**config.mk**
```make
export PLATFORM = sky130hd
export DESIGN_NAME = irq_status_ctrl
export DESIGN_NICKNAME = d
export VERILOG_FILES = /design/src/rtl/irq_ctrl_pkg.sv /design/src/rtl/irq_status_bits.sv /design/src/rtl/irq_mask_reg.sv /design/src/rtl/irq_line.sv /design/src/rtl/irq_status_ctrl.sv
export SDC_FILE = /design/constraint.sdc
export NUM_CORES = 1
export LEC_CHECK = 0
export BUFFER_PORTS_ARGS = -buffer_cell sky130_fd_sc_hd__buf_2
export CAP_MARGIN = 20
export CELL_PAD_IN_SITES_DETAIL_PLACEMENT = 0
export CELL_PAD_IN_SITES_GLOBAL_PLACEMENT = 1
export CORE_ASPECT_RATIO = 0.6
export CORE_UTILIZATION = 35
export DETAILED_ROUTE_END_ITERATION = 8
export PLACE_DENSITY_LB_ADDON = 0.3
export SLEW_MARGIN = 5
export SYNTH_ARGS = -nofsm -noshare
export SYNTH_HDL_FRONTEND = slang
export SYNTH_SLANG_ARGS = --single-unit
```
**constraint.sdc**
```tcl
create_clock -name clk -period 1.4 [get_ports clk]
set_input_delay 0.28 -clock clk [delete_from_list [all_inputs] [get_ports clk]]
set_output_delay 0.28 -clock clk [all_outputs]
set_load 0.005 [all_outputs]
```
**src/rtl/irq_ctrl_pkg.sv**
```systemverilog
package irq_ctrl_pkg;
  localparam int IRQ_W = 8;

  typedef enum logic {
    SEL_STATUS = 1'b0,
    SEL_MASK   = 1'b1
  } reg_sel_e;

  // Event bit positions
  localparam int EV_RX_REQ   = 0;
  localparam int EV_TX_REQ   = 1;
  localparam int EV_ARB_LOST = 2;
  localparam int EV_NACK     = 3;
  localparam int EV_RX_UNDER = 4;
  localparam int EV_TX_OVER  = 5;
  localparam int EV_ALL_DONE = 6;
  localparam int EV_PKT_DONE = 7;
endpackage

```
**src/rtl/irq_status_bits.sv**
```systemverilog
module irq_status_bits #(
  parameter int W = 8,
  parameter logic [W-1:0] SW_LOCKED = '0
) (
  input  logic         clk,
  input  logic         rst,
  input  logic         sw_clr_en,
  input  logic [W-1:0] sw_clr,
  input  logic [W-1:0] hw_set,
  input  logic [W-1:0] hw_clr,
  output logic [W-1:0] status
);
  for (genvar i = 0; i < W; i++) begin : g_bit
    logic sw_hit;
    if (SW_LOCKED[i]) begin : g_locked
      assign sw_hit = 1'b0;
    end else begin : g_open
      assign sw_hit = sw_clr_en & sw_clr[i];
    end

    always_ff @(posedge clk) begin
      if (rst)            status[i] <= 1'b0;
      else if (hw_set[i]) status[i] <= 1'b1;
      else if (hw_clr[i] || sw_hit) status[i] <= 1'b0;
    end
  end
endmodule

```
**src/rtl/irq_mask_reg.sv**
```systemverilog
module irq_mask_reg #(
  parameter int W = 8,
  parameter logic [W-1:0] WRITABLE = '1
) (
  input  logic         clk,
  input  logic         rst,
  input  logic         we,
  input  logic [W-1:0] din,
  output logic [W-1:0] mask
);
  for (genvar i = 0; i < W; i++) begin : g_bit
    if (WRITABLE[i]) begin : g_rw
      always_ff @(posedge clk) begin
        if (rst)     mask[i] <= 1'b0;
        else if (we) mask[i] <= din[i];
      end
    end else begin : g_ro
      assign mask[i] = 1'b0;
    end
  end
endmodule

```
**src/rtl/irq_line.sv**
```systemverilog
module irq_line #(
  parameter int W = 8,
  parameter logic [W-1:0] FORCED = '0
) (
  input  logic         clk,
  input  logic         rst,
  input  logic [W-1:0] status,
  input  logic [W-1:0] mask,
  output logic         irq
);
  logic [W-1:0] live;
  assign live = status & (mask | FORCED);

  always_ff @(posedge clk) begin
    if (rst) irq <= 1'b0;
    else     irq <= |live;
  end
endmodule

```
**src/rtl/irq_status_ctrl.sv**
```systemverilog
module irq_status_ctrl
  import irq_ctrl_pkg::*;
#(
  parameter int W = IRQ_W,
  parameter logic [W-1:0] MASK_RW   = 8'h6F,
  parameter logic [W-1:0] SW_LOCKED = 8'h03,
  parameter logic [W-1:0] FORCED    = 8'h80
) (
  input  logic         clk,
  input  logic         rst,
  input  logic         wr_en,
  input  logic         rd_en,
  input  logic         sel,
  input  logic [W-1:0] wdata,
  output logic [W-1:0] rdata,
  input  logic [W-1:0] evt_set,
  input  logic [W-1:0] evt_clr,
  output logic         irq
);
  logic [W-1:0] status_q;
  logic [W-1:0] mask_q;
  logic         wr_status;
  logic         wr_mask;

  assign wr_status = wr_en && (reg_sel_e'(sel) == SEL_STATUS);
  assign wr_mask   = wr_en && (reg_sel_e'(sel) == SEL_MASK);

  irq_status_bits #(.W(W), .SW_LOCKED(SW_LOCKED)) u_status (
    .clk(clk), .rst(rst), .sw_clr_en(wr_status), .sw_clr(wdata),
    .hw_set(evt_set), .hw_clr(evt_clr), .status(status_q)
  );

  irq_mask_reg #(.W(W), .WRITABLE(MASK_RW)) u_mask (
    .clk(clk), .rst(rst), .we(wr_mask), .din(wdata), .mask(mask_q)
  );

  irq_line #(.W(W), .FORCED(FORCED)) u_line (
    .clk(clk), .rst(rst), .status(status_q), .mask(mask_q), .irq(irq)
  );

  always_ff @(posedge clk) begin
    if (rst)        rdata <= '0;
    else if (rd_en) rdata <= (reg_sel_e'(sel) == SEL_MASK) ? mask_q : status_q;
  end
endmodule


```
==> impl_metrics.py, run 1 <==
metrics = {
    "setup_path": {
        "required_ns": 1.12,
        "r2r-start": "u_status.status[0]",
        "cpMaxStageDelayCell": "dfxtp_1",
        "path_cells": "buf_2",
        "rr_endpoint": "u_line.irq",
        "regToRegSetupSlack_ns": 0.51,
        "cp_num_buf_inv": 1,
        "max_stage_delay_ns": 0.34,
        "crit_family": "flip-flops",
        "crit_type": "reg2out",
        "end_kind": "output pin",
        "cp-start-kind": "flip-flop",
        "critPathMaxFanout": 2,
        "arrival_ns": 0.71,
        "rr_worst_depth": 2,
    },
    "final_layout": {
        "nNetsFinal": 171,
        "layout-drive-gt1-share": 0.284,
        "antennaDiodeCount": 0,
        "synthToLayoutAreaGrowth_pct": 24.3,
        "final_area_mm2": 0.00116,
    },
    "timing": {
        "fin_setup_tns_ns": 0,
        "hold_viol_final": 0,
        "finalMaxSlewViolations": 0,
        "worst_slew_pin_slew_ns": 0.425,
        "rsz0062_at_grt": "false",
        "finalCritPeriodShare": 0.709,
        "fin_worst_skew_ns": 0.00106,
        "setup_viol_count_final": 0,
        "max_freq_ghz": 1.01,
        "layout_min_cycle_time_ns": 0.992,
        "max-slew-margin-rel": 0.716,
    },
    "clock_network": {
        "ctsHoldBuffers": 0,
        "cts.path.max_buffers": 2,
        "cts-root-buf": "clkbuf_8",
        "clock-sinks": 23,
        "cts_tree": "done",
        "clock_latency_ns": 0.26,
        "cts_setup_buffers": 0,
        "clk_pin_slew_worst_paths_ns": 0.07,
        "cts-resized-gates": 0,
        "cts_buffers": 3,
        "h-tree-depth": 1,
    },
    "floorplanning": {
        "start_util": 0.371,
        "core-area_mm2": 0.00252,
        "dieWidth_um": 68.8,
        "dieArea_mm2": 0.00289,
        "rows": 14,
        "ios": 38,
        "die_y_um": 42.1,
    },
    "drt": {
        "vias_per_cell": 4.65,
        "post_drt_wl_per_cell_um": 11.6,
        "drt-initial-drc-count": 36,
        "drcViolationCount": 0,
        "routed_wl_mm": 2.01,
        "drt.antenna.violating_nets": 0,
        "drt_pass1_iterations": 4,
        "vias": 804,
    },
    "yosys": {
        "synthTopCellsByArea": "dfxtp_1 (49%), mux2i_1 (6.4%), nand3b_1 (6.4%)",
        "syn_area_per_cell_um2": 8.83,
        "synth_edf_count": 0,
        "synth_common_cells": "dfxtp_1 (23), nor2_1 (14), a21oi_1 (11)",
        "synth_most_common_cell": "dfxtp_1",
        "synth_top_cell_by_area": "dfxtp_1",
        "ys_seq_area_frac": 0.492,
        "syn_inst": 106,
        "async_flop_share": 0,
        "yosys.cell_types.count": 17,
        "yosysTopAreaCellShare": 0.492,
        "ys_warn_count": 0,
        "ys_ff_latch": 23,
        "synthFlopType": "dfxtp_1",
        "synthesis.area_um2": 936,
        "synth_nets": 135,
    },
    "place": {
        "finalWeightedCongestion": 0.738,
        "portBuffers": 37,
        "placed_area_mm2": 0.00112,
        "dp_hpwl_mm": 1.46,
    },
    "power_and_ir_drop": {
        "p_leak_nw": 0.531,
        "cellPowerDensity_mw_per_mm2": 1090,
        "p_total_w": 0.00127,
        "peakVddDrop_mv": 0.469,
    },
    "worst_hold_path": {
        "hold_depth": 3,
        "holdCritStartpoint": "evt_set[0]",
        "min_to": "u_status.status[0]",
        "min_path_type": "in2reg",
    },
    "run_status": {
        "status": "finished, final reports clean",
    },
    "global_route": {
        "overflow": 0,
        "antenna_found_initial": 0,
        "grt_max_degree": 24,
        "grt_pass1_vias": 693,
        "grt_use_total": 0.159,
        "grt_first_pass_wirelength_mm": 3.23,
    },
    "run": {
        "cap_violations": 0,
    },
}
-- cell usage in the layout (no fill, tap or decap) --
| master | synthesis | layout |
|---|---|---|
| nand3_1 | 6 | 6 |
| clkbuf_8 | 0 | 3 |
| nand3b_1 | 8 | 8 |
| a222oi_1 | 1 | 1 |
| nor2_1 | 14 | 14 |
| a21oi_1 | 11 | 11 |
| nand2_1 | 7 | 7 |
| mux2i_1 | 6 | 6 |
| nand2b_1 | 2 | 2 |
| a211oi_1 | 6 | 6 |
| a31oi_1 | 7 | 7 |
| a22oi_1 | 1 | 1 |
| dfxtp_1 | 23 | 23 |
| inv_1 | 8 | 8 |
| clkbuf_1 | 2 | 1 |
| buf_2 | 1 | 37 |
-- cells by family after synthesis --
| group | after synthesis | share of synthesized area |
|---|---|---|
| buffers and inverters | 14 | 0.0775 |
| and+or+nand+nor | 37 | 0.194 |
| AOI/OAI and AO/OA | 26 | 0.172 |
| DFF | 23 | 0.492 |
| muxes | 6 | 0.0642 |
-- area by class of cell --
type	instances	area [µm²]
clock buffers	4	45.0
fillers	263	1360
inverters	8	30.0
multi-input cells	69	403
flip-flops and latches	23	460
well taps	32	40.0
repair buffers	37	185
-- worst max path at each step --
| stage | start | endpoint | slack, ns | cells past startpoint |
|---|---|---|---|---|
| 5_1_grt | rdata[0] | rdata[0] | 0.35 | 1 |
| 4_1_cts | rdata[0] | rdata[0] | 0.40 | 1 |
| 3_5_place_dp | sel | u_mask.mask[5] | 0.22 | 4 |
| 2_1_floorplan | sel | u_status.status[2] | 0.54 | 4 |
| 3_3_place_gp | sel | u_mask.mask[0] | 0.28 | 4 |
| 6_report | rdata[5] | rdata[5] | 0.41 | 1 |
-- flip-flops by register name, summed over array words and instances (netlist names) --
name / cells
rdata: 8
u_status.status: 8
u_mask.mask: 6
u_line.irq: 1
-- through the flow --
stage	instances	util	worst slack (ns)	hold slack, ns
6_report	173	0.461	0.408	0.220
5_1_grt	173	0.461	0.355	0.230
4_1_cts	173	0.461	0.397	0.215
3_5_place_dp	169	0.443	0.225	0.462
3_3_place_gp	169	0.443	0.277	0.452
2_1_floorplan	106	-	0.535	0.353
-- where the power goes --
| part | internal [W] | leakage [nW] | switching (W) | total [W] |
|---|---|---|---|---|
| logic | 0.0000772 | 0.318 | 0.0000778 | 0.000155 |
| registers | 0.000692 | 0.190 | 0.0000250 | 0.000717 |
| clock network | 0.000203 | 0.0228 | 0.000195 | 0.000398 |
-- per-layer routing --
metal  vias to the layer above  GRT usage  wire length (µm)
met5                         -          0                 0
met4                         0     0.0612                35
li1                        439          -                 -
met2                        26      0.202               750
met1                       335      0.230              1080
met3                         4     0.0707               141
(Power assumes the default switching activity.)
==> inputs of run 2 (changes only) <==
--- a/config.mk
+++ b/config.mk
@@ -5,12 +5,13 @@
 export SDC_FILE = /design/constraint.sdc
 export NUM_CORES = 1
 export LEC_CHECK = 0
+export ABC_AREA = 1
 export BUFFER_PORTS_ARGS = -buffer_cell sky130_fd_sc_hd__buf_2
 export CAP_MARGIN = 20
 export CELL_PAD_IN_SITES_DETAIL_PLACEMENT = 0
 export CELL_PAD_IN_SITES_GLOBAL_PLACEMENT = 1
 export CORE_ASPECT_RATIO = 0.6
-export CORE_UTILIZATION = 35
+export CORE_UTILIZATION = 32
 export DETAILED_ROUTE_END_ITERATION = 8
 export PLACE_DENSITY_LB_ADDON = 0.3
 export SLEW_MARGIN = 5
==> constraint.sdc (replaced) <==
create_clock -name clk -period 1.03 [get_ports clk]
set_input_delay 0.206 -clock clk [delete_from_list [all_inputs] [get_ports clk]]
set_output_delay 0.206 -clock clk [all_outputs]
set_load 0.005 [all_outputs]
==> run 2 against run 1 <==
Compared with the run above:
- core utilization shrank 2.7 points
- critical path depth is the same
- via count grew 25%
- highest routed layer is now met3
- largest cell class unchanged
- count of clock-buffer cells in the layout shrank 1
- synthesized area grew 4.7%
==> impl_metrics.py, run 2 <==
metrics = {
    "timing": {
        "fin_worst_skew_ns": 0.00139,
        "layout_min_cycle_time_ns": 0.927,
        "rsz0062_at_grt": "false",
        "max-slew-margin-rel": 0.813,
        "hold_viol_final": 0,
        "worst_slew_pin_slew_ns": 0.281,
        "whs_ns": 0.141,
        "finalCritPeriodShare": 0.900,
        "max_freq_ghz": 1.08,
        "fin_setup_tns_ns": 0,
        "finalMaxSlewViolations": 0,
        "setup_viol_count_final": 0,
    },
    "setup_path": {
        "critPathMaxFanout": 2,
        "arrival_ns": 0.72,
        "rr_worst_depth": 4,
        "cp_num_buf_inv": 1,
        "max_stage_delay_ns": 0.34,
        "cp-start-kind": "flip-flop",
        "crit_family": "flip-flops",
        "crit_type": "reg2out",
        "path_cells": "buf_2",
        "rr_endpoint": "u_line.irq",
        "required_ns": 0.82,
        "crit_path_end": "rdata[7]",
        "cp.depth": 1,
        "end_kind": "output pin",
        "r2r-start": "u_mask.mask[6]",
        "regToRegSetupSlack_ns": 0.26,
        "setup.worst_path.start": "rdata[7]",
        "cpMaxStageDelayCell": "dfxtp_1",
    },
    "global_route": {
        "overflow": 0,
        "antenna_found_initial": 0,
        "grt_first_pass_wirelength_mm": 3.81,
        "grt_pass1_vias": 838,
        "grt_use_total": 0.157,
        "grt_max_degree": 16,
    },
    "place": {
        "finalWeightedCongestion": 0.812,
        "dp_hpwl_mm": 1.96,
        "placed_area_mm2": 0.00121,
        "portBuffers": 37,
        "place_inst": 221,
    },
    "clock_network": {
        "cts_setup_buffers": 0,
        "cts.path.max_buffers": 2,
        "cts-resized-gates": 0,
        "clock-sinks": 23,
        "cts_buffers": 3,
        "clock_latency_ns": 0.26,
        "ctsHoldBuffers": 0,
        "clk_pin_slew_worst_paths_ns": 0.08,
        "h-tree-depth": 1,
        "cts_tree": "done",
        "cts-root-buf": "clkbuf_8",
    },
    "final_layout": {
        "final_area_mm2": 0.00125,
        "mostFrequentLayoutCell": "nor2_1",
        "synthToLayoutAreaGrowth_pct": 28.1,
        "top_regs": "rdata: 8 flops, u_status.status: 8 flops, u_mask.mask: 6 flops",
        "layout-drive-gt1-share": 0.257,
        "fill_cells": 334,
        "instances_no_fill": 225,
        "nNetsFinal": 213,
        "layout_common_cells": "nor2_1 (42), buf_2 (37), nand2_1 (23), dfxtp_1 (23), inv_1 (17)",
        "antennaDiodeCount": 0,
    },
    "power_and_ir_drop": {
        "seqPwrFrac": 0.543,
        "peakVddDrop_mv": 0.567,
        "p_switching_w": 0.000472,
        "power.internal_w": 0.00134,
        "power_frac_clock": 0.310,
        "p_comb_frac": 0.147,
        "p_leak_nw": 0.660,
        "cellPowerDensity_mw_per_mm2": 1440,
        "sw_frac_of_total": 0.260,
    },
    "yosys": {
        "yosys.area_share.adder": 0,
        "synthXorXnorAreaFrac": 0,
        "synth_top_family_by_area": "simple AND/OR/NAND/NOR gates",
        "yosysTopAreaCellShare": 0.470,
        "synth_compound_area_frac": 0.128,
        "ys_warn_count": 0,
        "synthesis.area_um2": 980,
        "ys_seq_area_frac": 0.470,
        "synth_common_cells": "nor2_1 (42), dfxtp_1 (23), nand2_1 (23)",
        "synth_edf_count": 0,
        "synth_nets": 172,
        "synthTopCellsByArea": "dfxtp_1 (47%), nor2_1 (16%), nand2_1 (8.8%)",
        "syn_area_per_cell_um2": 6.85,
        "syn_inst": 143,
        "synth_most_common_cell": "nor2_1",
        "yosys.cell_types.count": 14,
        "async_flop_share": 0,
        "synth_top_cell_by_area": "dfxtp_1",
        "muxShareOfSynthArea": 0,
        "synthFlopType": "dfxtp_1",
        "ys_ff_latch": 23,
        "yosys.area_share.simple": 0.296,
    },
    "run": {
        "cap_violations": 0,
    },
    "drt": {
        "vias_per_cell": 4.46,
        "drcViolationCount": 0,
        "drt_pass1_iterations": 4,
        "wl_met3_um": 193,
        "routed_wl_mm": 2.43,
        "wl_met2_um": 975,
        "highest_layer": "met3",
        "drt.antenna.violating_nets": 0,
        "post_drt_wl_per_cell_um": 10.8,
        "drt-initial-drc-count": 51,
        "met1_length_mm": 1.26,
        "vias": 1004,
    },
    "floorplanning": {
        "core-area_mm2": 0.00289,
        "dieWidth_um": 73.4,
        "rows": 15,
        "start_util": 0.339,
        "die_y_um": 44.9,
        "ios": 38,
        "dieArea_mm2": 0.00329,
    },
    "worst_hold_path": {
        "min_path_type": "in2reg",
    },
    "run_status": {
        "status": "finished, final reports clean",
    },
}
## run 2: stage by stage
stage / power, W / setup WS, ns / utilization
final: 0.00181 / 0.103 / 0.434
after floorplan: 0.00115 / 0.296 / -
after CTS: 0.00184 / 0.0925 / 0.434
after detailed placement: 0.00127 / 0.0326 / 0.418
after global routing: 0.00191 / 0.0677 / 0.434
after global placement: 0.00127 / 0.00970 / 0.418
## run 2: cell families after synthesis
group           Yosys count
buf+inv                  23
compound gates           23
flops                    23
simple gates             74
## run 2: layout make-up
class / count / area [µm²] / area share
repair buffers: 40 / 208 / 0.166
clock buffers: 3 / 41.3 / 0.0329
clock inverters: 1 / 5.00 / 0.00399
flip-flops and latches: 23 / 460 / 0.367
well taps: 42 / 52.6 / 0.0419
multi-input cells: 97 / 415 / 0.331
inverters: 19 / 72.6 / 0.0578
## run 2: power by group through the flow
stage / Clock [W] / Sequential, W / Combinational [W]
floorplan: 0 / 0.00100 / 0.000149
global placement: 0 / 0.00100 / 0.000266
detailed placement: 0 / 0.00100 / 0.000269
CTS: 0.000591 / 0.000984 / 0.000270
global route: 0.000608 / 0.000991 / 0.000307
finish: 0.000562 / 0.000984 / 0.000266
## run 2: routing by layer
metal	GRT usage	vias to the layer above
li1	-	525
met1	0.234	446
met2	0.230	33
met3	0.0424	0
met4	0.0231	0
met5	0	-
## run 2: worst min path at each step
stage	from	cells past startpoint	endpoint
5_1_grt	evt_set[3]	3	u_status.status[3]
4_1_cts	evt_set[1]	3	u_status.status[1]
6_report	evt_set[2]	3	u_status.status[2]
2_1_floorplan	evt_set[0]	2	u_status.status[0]
3_3_place_gp	evt_set[4]	3	u_status.status[4]
3_5_place_dp	evt_set[1]	3	u_status.status[1]
